[config.mk]
export PLATFORM = sky130hd
export DESIGN_NAME = sentinel_wdt
export DESIGN_NICKNAME = d
export VERILOG_FILES = /design/src/rtl/wdt_pkg.sv /design/src/rtl/wdt_regs.sv /design/src/rtl/wdt_counter.sv /design/src/rtl/wdt_pulse.sv /design/src/rtl/sentinel_wdt.sv
export SDC_FILE = /design/constraint.sdc
export NUM_CORES = 1
export LEC_CHECK = 0
export ABC_AREA = 1
export BUFFER_PORTS_ARGS = -buffer_cell sky130_fd_sc_hd__buf_2
export CAP_MARGIN = 15
export CELL_PAD_IN_SITES_DETAIL_PLACEMENT = 0
export CELL_PAD_IN_SITES_GLOBAL_PLACEMENT = 1
export CORE_MARGIN = 1.5
export CORE_UTILIZATION = 35
export DETAILED_ROUTE_END_ITERATION = 10
export GPL_TIMING_DRIVEN = 0
export PLACE_DENSITY_LB_ADDON = 0.1
export SYNTH_ARGS = -nofsm -noshare
export SYNTH_HDL_FRONTEND = slang
export SYNTH_SLANG_ARGS = --single-unit
[constraint.sdc]
create_clock -name clk -period 2.42 [get_ports clk]
set_input_delay 0.121 -clock clk [delete_from_list [all_inputs] [get_ports clk]]
set_output_delay 0.121 -clock clk [all_outputs]
set_load 0.005 [all_outputs]
[src/rtl/wdt_pkg.sv]
package wdt_pkg;

    typedef enum logic [0:0] {
        SEQ_IDLE  = 1'b0,
        SEQ_ARMED = 1'b1
    } seq_state_e;

    // Width of a counter able to reach 2^(base + max_select) - 1.
    function automatic int span_bits(input int base_w, input int sel_w);
        span_bits = base_w + (1 << sel_w) - 1;
    endfunction

    // Width of a down counter holding values 0..n.
    function automatic int hold_bits(input int n);
        hold_bits = (n < 2) ? 1 : $clog2(n + 1);
    endfunction

endpackage

[src/rtl/wdt_regs.sv]
module wdt_regs
    import wdt_pkg::*;
#(
    parameter int                ADDR_W     = 8,
    parameter int                DATA_W     = 8,
    parameter int                SEL_W      = 3,
    parameter logic [ADDR_W-1:0] KICK_ADDR  = ADDR_W'(8'h30),
    parameter logic [ADDR_W-1:0] CFG_ADDR   = ADDR_W'(8'h31),
    parameter logic [DATA_W-1:0] KEY_FIRST  = DATA_W'(8'h1E),
    parameter logic [DATA_W-1:0] KEY_SECOND = DATA_W'(8'hE1)
) (
    input  logic              clk,
    input  logic              rst_n,
    input  logic              wr_en,
    input  logic [ADDR_W-1:0] wr_addr,
    input  logic [DATA_W-1:0] wr_data,
    output logic              kick,
    output logic [SEL_W-1:0]  sel
);

    typedef struct packed {
        seq_state_e       seq;
        logic [SEL_W-1:0] sel;
    } regs_t;

    regs_t regs_d, regs_q;
    logic  kick_d;
    logic  hit_kick;
    logic  hit_cfg;

    always_comb begin
        regs_d   = regs_q;
        kick_d   = 1'b0;
        hit_kick = wr_en && (wr_addr == KICK_ADDR);
        hit_cfg  = wr_en && (wr_addr == CFG_ADDR);

        if (hit_kick) begin
            unique case (regs_q.seq)
                SEQ_IDLE: begin
                    if (wr_data == KEY_FIRST) begin
                        regs_d.seq = SEQ_ARMED;
                    end
                end
                SEQ_ARMED: begin
                    if (wr_data == KEY_SECOND) begin
                        regs_d.seq = SEQ_IDLE;
                        kick_d     = 1'b1;
                    end else if (wr_data == KEY_FIRST) begin
                        regs_d.seq = SEQ_ARMED;
                    end else begin
                        regs_d.seq = SEQ_IDLE;
                    end
                end
                default: regs_d.seq = SEQ_IDLE;
            endcase
        end

        if (hit_cfg) begin
            regs_d.sel = wr_data[SEL_W-1:0];
        end
    end

    always_ff @(posedge clk or negedge rst_n) begin
        if (!rst_n) begin
            regs_q <= '{seq: SEQ_IDLE, sel: '0};
        end else begin
            regs_q <= regs_d;
        end
    end

    assign kick = kick_d;
    assign sel  = regs_q.sel;

endmodule

[src/rtl/wdt_counter.sv]
module wdt_counter
    import wdt_pkg::*;
#(
    parameter int BASE_W = 14,
    parameter int SEL_W  = 3,
    localparam int CNT_W = span_bits(BASE_W, SEL_W)
) (
    input  logic             clk,
    input  logic             rst_n,
    input  logic             kick,
    input  logic             tick,
    input  logic             hold,
    input  logic [SEL_W-1:0] sel,
    output logic             enabled,
    output logic [CNT_W-1:0] count,
    output logic             expire
);

    typedef struct packed {
        logic             en;
        logic [CNT_W-1:0] cnt;
    } cnt_t;

    cnt_t             cnt_d, cnt_q;
    logic [CNT_W-1:0] term;
    logic             advance;
    logic             expire_d;

    always_comb begin
        cnt_d    = cnt_q;
        expire_d = 1'b0;
        // Terminal value is 2^(BASE_W+sel) - 1.
        term     = ~({CNT_W{1'b1}} << (BASE_W + int'(sel)));
        advance  = cnt_q.en && tick && !hold;

        if (kick) begin
            cnt_d.en  = 1'b1;
            cnt_d.cnt = '0;
        end else if (advance) begin
            if (cnt_q.cnt == term) begin
                expire_d  = 1'b1;
                cnt_d.cnt = '0;
            end else begin
                cnt_d.cnt = cnt_q.cnt + CNT_W'(1);
            end
        end
    end

    always_ff @(posedge clk or negedge rst_n) begin
        if (!rst_n) begin
            cnt_q <= '{en: 1'b0, cnt: '0};
        end else begin
            cnt_q <= cnt_d;
        end
    end

    assign enabled = cnt_q.en;
    assign count   = cnt_q.cnt;
    assign expire  = expire_d;

endmodule

[src/rtl/wdt_pulse.sv]
module wdt_pulse
    import wdt_pkg::*;
#(
    parameter int PULSE_CYCLES = 96,
    localparam int PW = hold_bits(PULSE_CYCLES)
) (
    input  logic clk,
    input  logic rst_n,
    input  logic fire,
    output logic active
);

    typedef struct packed {
        logic [PW-1:0] left;
    } pulse_t;

    pulse_t pulse_d, pulse_q;

    always_comb begin
        pulse_d = pulse_q;
        if (fire) begin
            pulse_d.left = PW'(PULSE_CYCLES);
        end else if (pulse_q.left != '0) begin
            pulse_d.left = pulse_q.left - PW'(1);
        end
    end

    always_ff @(posedge clk or negedge rst_n) begin
        if (!rst_n) begin
            pulse_q <= '{left: '0};
        end else begin
            pulse_q <= pulse_d;
        end
    end

    assign active = (pulse_q.left != '0);

endmodule

[src/rtl/sentinel_wdt.sv]
module sentinel_wdt
    import wdt_pkg::*;
#(
    parameter int                ADDR_W       = 8,
    parameter int                DATA_W       = 8,
    parameter int                BASE_W       = 14,
    parameter int                SEL_W        = 3,
    parameter int                PULSE_CYCLES = 96,
    parameter logic [ADDR_W-1:0] KICK_ADDR    = ADDR_W'(8'h30),
    parameter logic [ADDR_W-1:0] CFG_ADDR     = ADDR_W'(8'h31),
    parameter logic [DATA_W-1:0] KEY_FIRST    = DATA_W'(8'h1E),
    parameter logic [DATA_W-1:0] KEY_SECOND   = DATA_W'(8'hE1)
) (
    input  logic              clk,
    input  logic              rst_n,
    input  logic              wr_en,
    input  logic [ADDR_W-1:0] wr_addr,
    input  logic [DATA_W-1:0] wr_data,
    input  logic              tick,
    output logic              rst_out
);

    localparam int CNT_W = span_bits(BASE_W, SEL_W);

    logic             kick;
    logic [SEL_W-1:0] sel;
    logic             enabled;
    logic [CNT_W-1:0] count;
    logic             expire;
    logic             pulse_on;

    wdt_regs #(
        .ADDR_W    (ADDR_W),
        .DATA_W    (DATA_W),
        .SEL_W     (SEL_W),
        .KICK_ADDR (KICK_ADDR),
        .CFG_ADDR  (CFG_ADDR),
        .KEY_FIRST (KEY_FIRST),
        .KEY_SECOND(KEY_SECOND)
    ) u_regs (
        .clk    (clk),
        .rst_n  (rst_n),
        .wr_en  (wr_en),
        .wr_addr(wr_addr),
        .wr_data(wr_data),
        .kick   (kick),
        .sel    (sel)
    );

    wdt_counter #(
        .BASE_W(BASE_W),
        .SEL_W (SEL_W)
    ) u_count (
        .clk    (clk),
        .rst_n  (rst_n),
        .kick   (kick),
        .tick   (tick),
        .hold   (pulse_on),
        .sel    (sel),
        .enabled(enabled),
        .count  (count),
        .expire (expire)
    );

    wdt_pulse #(
        .PULSE_CYCLES(PULSE_CYCLES)
    ) u_pulse (
        .clk   (clk),
        .rst_n (rst_n),
        .fire  (expire),
        .active(pulse_on)
    );

    assign rst_out = pulse_on;

endmodule

# Yosys cells after proc, flatten, opt, wreduce, memory -nomap -nowiden

Cells that the tools add are included.

Register bits after elaboration: 33
Logic and storage cells: 38
Input bits: 20
Output and inout bits: 1

Equality and inequality tests: 5
Reductions and logical operators: 8
Bitwise logic cells: 2
Shifts and indexed selects: 1
Mux-type cells: 14
Add/sub/neg operators: 3

Operators with widths:

| cell                                                 | number |
|---|---|
| 2-to-1 mux 21 bit                                    | 3 |
| left shift 21 x 32 -> 21 bit (first input constant)  | 1 |
| adder 21 x 1 -> 21 bit (second input constant)       | 1 |
| equality test 21 bit                                 | 1 |
| NOT 21 bit                                           | 1 |
| equality test 8 x 6 -> 1 bit (second input constant) | 2 |
| 2-to-1 mux 7 bit                                     | 2 |
| equality test 8 x 5 -> 1 bit (second input constant) | 1 |
| equality test 8 bit (second input constant)          | 1 |
| 2-to-1 mux 1 bit                                     | 8 |
| nonzero test 7 bit                                   | 1 |
| subtractor 7 x 1 -> 7 bit (second input constant)    | 1 |
| adder 4 x 3 -> 5 bit (first input constant)          | 1 |
| logical AND 1 bit                                    | 4 |
| nonzero test 2 bit                                   | 2 |
| case mux 1 bit (2 select lines)                      | 1 |
| logical NOT 1 bit                                    | 1 |
| NOT 1 bit                                            | 1 |

# Depth between registers and ports, before layout

Gate-level depths: netlist (run 1).

Word-level depth: 8
Depth in mapped cells: 13
Depth with buffers taken out: 13

# Cells and area by module

From an unflattened synthesis (run 1), not the netlist that was laid out.

Cell total of the unflattened synthesis: 319
Area total of the unflattened synthesis: 2283.4 sq um

By module, submodules not included:

| module      | times used | sequential area each (sq um) | area each (sq um) | cells each |
|---|---|---|---|---|
| wdt_counter | 1          | 550.5                        | 1552.7            | 211 |
| wdt_pulse   | 1          | 175.2                        | 397.9             | 50 |
| wdt_regs    | 1          | 100.1                        | 332.8             | 58 |

# Least setup slack after synthesis (run 1)

No wires, ideal clock.

Kind: flip-flop to flip-flop
Start: reg u_regs.regs_q[1], in the netlist u_regs.sel[1]
End: reg u_count.cnt_q, in the netlist u_count.count[10]
Stages on the path, launching flop included: 13
Data required time: 2.297 ns
Period minus slack after synthesis: 1.786 ns
Library setup time: 0.123 ns
Setup slack: 0.634 ns
Buffers on the path: 0
Data arrival time: 1.663 ns
Cells stage by stage: dfrtp_1 -> inv_2 -> ha_1 -> inv_1 -> nand2_1 -> nand2_1 -> nand2_1 -> nand2_1 -> nand2_1 -> nor2_2 -> nand3_4 -> nand2_4 -> a21oi_2

Longest elaborated chain between the ends: 7

Ends and longest elaborated chain:

| item                         | line              | source |
|---|---|---|
| start: declaration           | wdt_regs.sv:26    | `regs_t regs_d, regs_q;` |
| start signal: assignment     | wdt_regs.sv:65    | `regs_q <= '{seq: SEQ_IDLE, sel: '0};` |
| start signal: assignment     | wdt_regs.sv:67    | `regs_q <= regs_d;` |
| adder 4 x 3 -> 5 bit         | wdt_counter.sv:33 | `term = ~({CNT_W{1'b1}} << (BASE_W + int'(sel)));` |
| left shift 21 x 32 -> 21 bit | wdt_counter.sv:33 |  |
| NOT 21 bit                   | wdt_counter.sv:33 |  |
| equality test 21 bit         | wdt_counter.sv:40 | `if (cnt_q.cnt == term) begin` |
| 2-to-1 mux 21 bit            | wdt_counter.sv:40 |  |
| 2-to-1 mux 21 bit            | wdt_counter.sv:39 | `end else if (advance) begin` |
| 2-to-1 mux 21 bit            | wdt_counter.sv:36 | `if (kick) begin` |
| end signal: assignment       | wdt_counter.sv:51 | `cnt_q <= '{en: 1'b0, cnt: '0};` |
| end signal: assignment       | wdt_counter.sv:53 | `cnt_q <= cnt_d;` |
| end: declaration             | wdt_counter.sv:24 | `cnt_t cnt_d, cnt_q;` |

No other way between the ends. The select of a mux whose other input is x is not followed.
A chain may end at the register's enable or synchronous reset.

# Final worst setup path (run 1)

Start: reg u_regs.regs_q[2], in the netlist u_regs.sel[2]
End: reg u_count.cnt_q, in the netlist u_count.count[9]

The elaborated chain is that of the path after synthesis.

==> flow_metrics.tcl, run 1 <==
set metrics [dict create \
    cts_buffer_depth 2 \
    power.ir.vdd_worst_mv 0.196 \
    io_pins 21 \
    synthTopCellsByArea "dfrtp_1 34%, nand2_1 17%, nand3_1 8.2%" \
    slew_viol_final 0 \
    syn_nets 383 \
    cts.repair.resized 0 \
    final-instance-count-excl-fill 466 \
    finalCriticalPeriod_ns 2.15 \
    hold-worst-slack_ns 0.125 \
    run_status "finished, final reports clean" \
    slew_worst_pin_ns 0.779 \
    leakage_nw 1.46 \
    routed_wirelength_mm 6.01 \
    clkSlewWorstSetupHoldPaths_ns 0.08 \
    detail_route.vias_per_cell 4.85 \
    y_dimension_of_the_die_um 86.5 \
    finalCritPeriodShare 0.888 \
    numClockSinks 33 \
    synth_flop_cell "dfrtp_1" \
    crit_path_end_kind "flip-flop" \
    first_global_vias 2149 \
    drive_gt1_frac 0.184 \
    initial_core_util 0.361 \
    tritoncts "yes" \
    yosys.area.top_type_share 0.338 \
    grt_antenna_before_repair 0 \
    syn_to_final_growth_pct 13.3 \
    ys_warn_count 0 \
    synth-seq-area-share 0.338 \
    cts_htree_levels 2 \
    route.vias.total 2262 \
    globalRouteOverflowTotal 0 \
    met3_usage 0.0257 \
    p_total_mw 1.17 \
    fin_ws_ns 0.271 \
    postLayoutCellArea_um2 2770 \
    fin_skew_ns 0.00668 \
    drt-wirelength-per-cell_um 12.9 \
    report.final.hold_viol_count 0 \
    dominant_cell_by_count_in_the_synthesized_netlist "nand2_1" \
    syn_avg_cell_area_um2 6.84 \
    insertion_delay_ns 0.29 \
    setup-tns-final_ns 0 \
    dpl_cell_area_um2 2640 \
    final_core_util 0.409 \
    detail_route.drc_violations 0 \
    grt_first_pass_wirelength_mm 10.5 \
    crit_path_max_fanout 9 \
    largest_net_degree_at_the_start_of_global_routing 34 \
    timing.setup.critical_path_class "reg -> reg" \
    post_placement_setup_slack_ns 0.293 \
    yosys-top-cells-count "111 x nand2_1, 48 x inv_1, 40 x nand3_1" \
    synthDistinctLibCells 31 \
    diodes 0 \
    die_w_um 86.5 \
    synth_area_um2 2440 \
    placement.io_buffers 20 \
    gr-usage-met1 0.253 \
    place_hpwl_mm 4.66 \
    arrival_ns 2.33 \
    async_reset_ff_frac 1.00 \
    pwr_density_cell_nw_per_um2 425 \
    ant_nets 0 \
    n_fill_cell 728 \
    routabilityCongestion 0.778 \
    number_of_buffers_added_by_the_clock_tree_synthesis_step 5 \
    critical_path.startpoint_type "flip-flop" \
    clock_tree.root_cell "clkbuf_8" \
    drt-pass1-iter-count 4 \
    grt_busiest_layer "met2" \
    fp.dieArea_um2 7480 \
    placement_rows 30 \
    rsz0062_at_grt "no" \
    global_route.usage.total 0.180 \
    fmaxAchievable_ghz 0.465 \
    grt.met2_usage 0.292 \
    drv.max_cap_violation_count 0 \
    synth_largest_area_cell "dfrtp_1" \
    worstHoldPathType "in -> reg" \
    synth-seq-cells 33 \
    multi_input_area_um2 1370 \
    nets 411 \
    finalSetupViolations 0 \
    max_slew_margin 0.481 \
    seq_area_um2 826 \
    synth_enable_flop_cells 0 \
    core_area_um2 6760 \
    r2r_slack_ns 0.27 \
    worstPathRequired_ns 2.60 \
    first_iter_violations 77 \
    post_synthesis_instance_total 357 \
    dp.cells 457 \
]
[path summary, 6_finish.rpt]
kind / from / end / cells past startpoint
min reg2reg: u_count.enabled / u_count.enabled / 1
max in group asynchronous: rst_n / u_count.count[9] / 2
min: wr_data[2] / u_regs.sel[2] / 3
max: u_regs.sel[2] / u_count.count[9] / 12
max reg2reg: u_regs.sel[2] / u_count.count[9] / 12
min in group asynchronous: rst_n / u_pulse.pulse_q[6] / 2
[layout by cell type, fill, tap and decap left out, types with 7 or more instances in the layout]
master	synthesis	layout
nand3_1	40	40
buf_2	1	21
dfrtp_1	33	33
a21oi_2	9	9
nand2_1	111	111
inv_1	48	48
nor2_1	29	29
xor2_1	9	9
nor2_2	9	9
nor3_1	7	7
inv_2	7	7
nand4_1	11	11
[what timing repair did]
action                                 in CTS  in global routing
buffers inserted                            0                  0
endpoints found under the hold margin      33                  0
hold buffers                                1                  0
[final cells by class]
class                   count  share of cell area
inverters                  56              0.0760
repair buffers             21              0.0398
multi-input cells         264               0.497
flip-flops and latches     33               0.299
clock inverters             3              0.0167
plain buffers               4              0.0113
well taps                  80              0.0362
clock buffers               5              0.0249
[worst max-delay path: stages (launching register included)]
cell and delay, ns:
dfrtp_1 0.40, inv_1 0.21, ha_1 0.18, buf_2 0.18
inv_1 0.11, nand2_1 0.07, nand2_1 0.05, nor2_1 0.13
nand3_1 0.10, nor2_2 0.15, nand3_4 0.18, nand2_4 0.21
a21oi_2 0.07
[routing by layer]
layer | routed length [µm] | part of all wire
met2 | 2750 | 0.46
met3 | 145 | 0.024
met1 | 3080 | 0.51
met5 | 0 | 0
met4 | 45 | 0.0075
[registers in the layout, summed over array words and instances, names as in the netlist]
signal and flops:
u_count.count 21, u_pulse.pulse_q 7, u_regs.sel 3, u_regs.regs_q 1, u_count.enabled 1
[power breakdown]
part           internal (mW)  switching [mW]
sequential             0.555         0.00345
clock                  0.308           0.235
combinational         0.0275          0.0455
total                  0.891           0.284
[cell families after synthesis]
| group | Yosys count | synth area share |
|---|---|---|
| AO/OA/AOI/OAI | 26 | 0.0707 |
| buffers and inverters | 60 | 0.0989 |
| XOR/XNOR | 9 | 0.0323 |
| flip-flops | 33 | 0.338 |
| adder cells (fa/ha/maj) | 6 | 0.0308 |
| AND/OR/NAND/NOR | 223 | 0.429 |
No activity file was read; power rests on OpenSTA's default activity.
==> run 2: changes to the inputs <==
- ABC_AREA: 1 -> unset
- BUFFER_PORTS_ARGS: -buffer_cell sky130_fd_sc_hd__buf_2 -> -buffer_cell sky130_fd_sc_hd__clkbuf_2
==> run 2 against run 1 <==
Effect of this change: clock power about the same; worst setup slack got worse by 0.14 ns; final cell count is 30% lower; first-iteration DRC count fell by 18%; register-to-register slack got worse by 0.14 ns; design area fell by 11%; critical path type unchanged; largest cell class unchanged.
==> flow_metrics.tcl, run 2 <==
set metrics [dict create \
    route.vias.total 1688 \
    most-common-layout-cells "32 x dfrtp_1, 21 x nand2_1, 20 x nor2_1, 20 x clkbuf_2, 15 x nand3_1" \
    pwr-share-comb 0.065 \
    clockPowerShare 0.462 \
    max_slew_margin 0.441 \
    setup-tns-final_ns 0 \
    synth-seq-area-share 0.403 \
    placement_rows 27 \
    global_route.usage.total 0.159 \
    worstPathRequired_ns 2.60 \
    run_status "finished, final reports clean" \
    synth-seq-cells 33 \
    postLayoutCellArea_um2 2450 \
    io_pins 21 \
    y_dimension_of_the_die_um 79.5 \
    timing.setup.critical_path_class "reg -> reg" \
    finalSetupViolations 0 \
    drv.max_cap_violation_count 0 \
    yosys.area.top_type_share 0.403 \
    diodes 0 \
    finalCritPeriodShare 0.948 \
    cts_buffer_depth 2 \
    final_core_util 0.440 \
    clock_tree.root_cell "clkbuf_8" \
    first_iter_violations 63 \
    cts_htree_levels 2 \
    detail_route.drc_violations 0 \
    clkSlewWorstSetupHoldPaths_ns 0.07 \
    synth_flop_cell "dfrtp_1" \
    nets 281 \
    ant_nets 0 \
    initial_core_util 0.368 \
    fp.dieArea_um2 6330 \
    power.share.sequential 0.473 \
    slew_viol_final 0 \
    crit_path_max_fanout 8 \
    arrival_ns 2.48 \
    yosys-top-cells-count "33 x dfrtp_1, 24 x nor2_1, 21 x nand2_1" \
    post_synthesis_instance_total 222 \
    slew_worst_pin_ns 0.839 \
    p_total_mw 1.18 \
    placement.io_buffers 20 \
    pwr_density_cell_nw_per_um2 480 \
    grt_first_pass_wirelength_mm 7.69 \
    routed_wirelength_mm 4.65 \
    largest_register_ffs 21 \
    p_int_mw 0.926 \
    reg2regPathDepth 8 \
    syn_nets 248 \
    switching_share 0.214 \
    crit_path_end_kind "flip-flop" \
    syn_to_final_growth_pct 19.5 \
    async_reset_ff_frac 1.00 \
    dp.cells 314 \
    insertion_delay_ns 0.29 \
    detail_route.vias_per_cell 5.15 \
    critical_path.startpoint_type "flip-flop" \
    switchingPower_mw 0.252 \
    number_of_buffers_added_by_the_clock_tree_synthesis_step 5 \
    synth_area_um2 2050 \
    first_global_vias 1615 \
    largest_net_degree_at_the_start_of_global_routing 34 \
    power.ir.vdd_worst_mv 0.202 \
    hold_depth 2 \
    drive_gt1_frac 0.211 \
    tritoncts "yes" \
    die_w_um 79.5 \
    worstHoldPathType "in -> reg" \
    n_fill_cell 557 \
    report.final.hold_viol_count 0 \
    final-instance-count-excl-fill 328 \
    synth_enable_flop_cells 0 \
    routabilityCongestion 0.734 \
    dominant_cell_by_count_in_the_synthesized_netlist "dfrtp_1" \
    ys_warn_count 0 \
    numClockSinks 33 \
    synth_largest_area_cell "dfrtp_1" \
    rsz0062_at_grt "yes" \
    drt-pass1-iter-count 4 \
    dpl_cell_area_um2 2240 \
    finalCriticalPeriod_ns 2.29 \
    layout_commonest_cell "dfrtp_1" \
    fin_skew_ns 0.00324 \
    place_hpwl_mm 3.40 \
    drt-wirelength-per-cell_um 14.2 \
    synthDistinctLibCells 49 \
    syn_avg_cell_area_um2 9.24 \
    leakage_nw 1.08 \
    synthTopCellsByArea "dfrtp_1 40%, xnor2_1 5.1%, xor2_1 4.7%" \
    fmaxAchievable_ghz 0.436 \
    grt_antenna_before_repair 0 \
    core_area_um2 5570 \
    globalRouteOverflowTotal 0 \
]
-- run 2: changes by cell type after synthesis, sizes merged, moves of 4 or more --
cell    before  now
a21oi       15    5
inv         55    9
clkbuf       0    5
nor2        41   25
or3          0    6
xnor2        0   12
nand2      117   21
nor3         8    3
and3         0    4
nand3       42   15
a31oi        0    5
nand4       12    6
nor4         1    7
-- run 2: critical path: stages (launching register included) --
cell	delay, ns
dfrtp_2	0.37
inv_1	0.08
ha_1	0.19
buf_4	0.16
o41a_1	0.43
a2111o_1	0.44
o31ai_4	0.29
buf_6	0.18
nor2_1	0.05
-- run 2: routing by layer --
layer  track usage  vias up  part of all wire
li1              -      862                 -
met1         0.209      803              0.50
met2         0.250       16              0.46
met3        0.0377        7             0.024
met4        0.0649        0             0.019
met5             0        -                 0
-- run 2: final cells by class --
cell class,count,area [µm²],share of cell area
multi-input cells,171,1170,0.477
clock buffers,7,86.3,0.0352
flip-flops and latches,33,827,0.337
clock inverters,1,30.0,0.0123
well taps,72,90.1,0.0368
inverters,9,33.8,0.0138
repair buffers,27,163,0.0664
plain buffers,8,52.6,0.0214
-- run 2: cell families after synthesis --
group,synth area share
DFF,0.403
xor gates and xnor gates,0.0982
AOI/OAI and AO/OA,0.115
and+or+nand+nor,0.276
muxes,0.0214
adders and majority gates,0.0415
buffers and inverters,0.0445
-- run 2: stage by stage --
step | setup WS, ns | hold WS [ns]
floorplan | 0.110 | -0.175
global placement | -0.232 | 0.286
detailed placement | -0.212 | 0.281
CTS | 0.0140 | 0.0878
global route | -0.0174 | 0.110
finish | 0.127 | 0.0917
-- run 2: power by group through the flow --
stage | sequential (mW) | clock [mW] | combinational (mW)
floorplan | 0.567 | 0 | 0.0305
CTS | 0.556 | 0.561 | 0.0706
finish | 0.556 | 0.544 | 0.0768
detailed placement | 0.569 | 0 | 0.0648
global placement | 0.569 | 0 | 0.0650
global route | 0.556 | 0.589 | 0.0866
-- run 2: path summary, 6_finish.rpt --
check                                startpoint           endpoint  slack (ns)
max in group asynchronous                 rst_n      u_regs.sel[1]        1.37
min in group asynchronous                 rst_n   u_count.count[4]        0.47
worst max register to register    u_regs.sel[1]  u_count.count[11]        0.13
worst min-delay path                 wr_data[0]      u_regs.sel[0]        0.09
worst max-delay path              u_regs.sel[1]  u_count.count[11]        0.13
worst min register to register  u_count.enabled    u_count.enabled        0.48
-- run 2: what timing repair did --
item | CTS | global route
setup buffers | 3 | 2
pin swaps | 3 | 8
hold buffers | 1 | 0
hold endpoints to repair | 33 | 0
endpoints found under the setup margin | 22 | 13
gates resized for setup | 4 | 9
cloned | 1 | 0
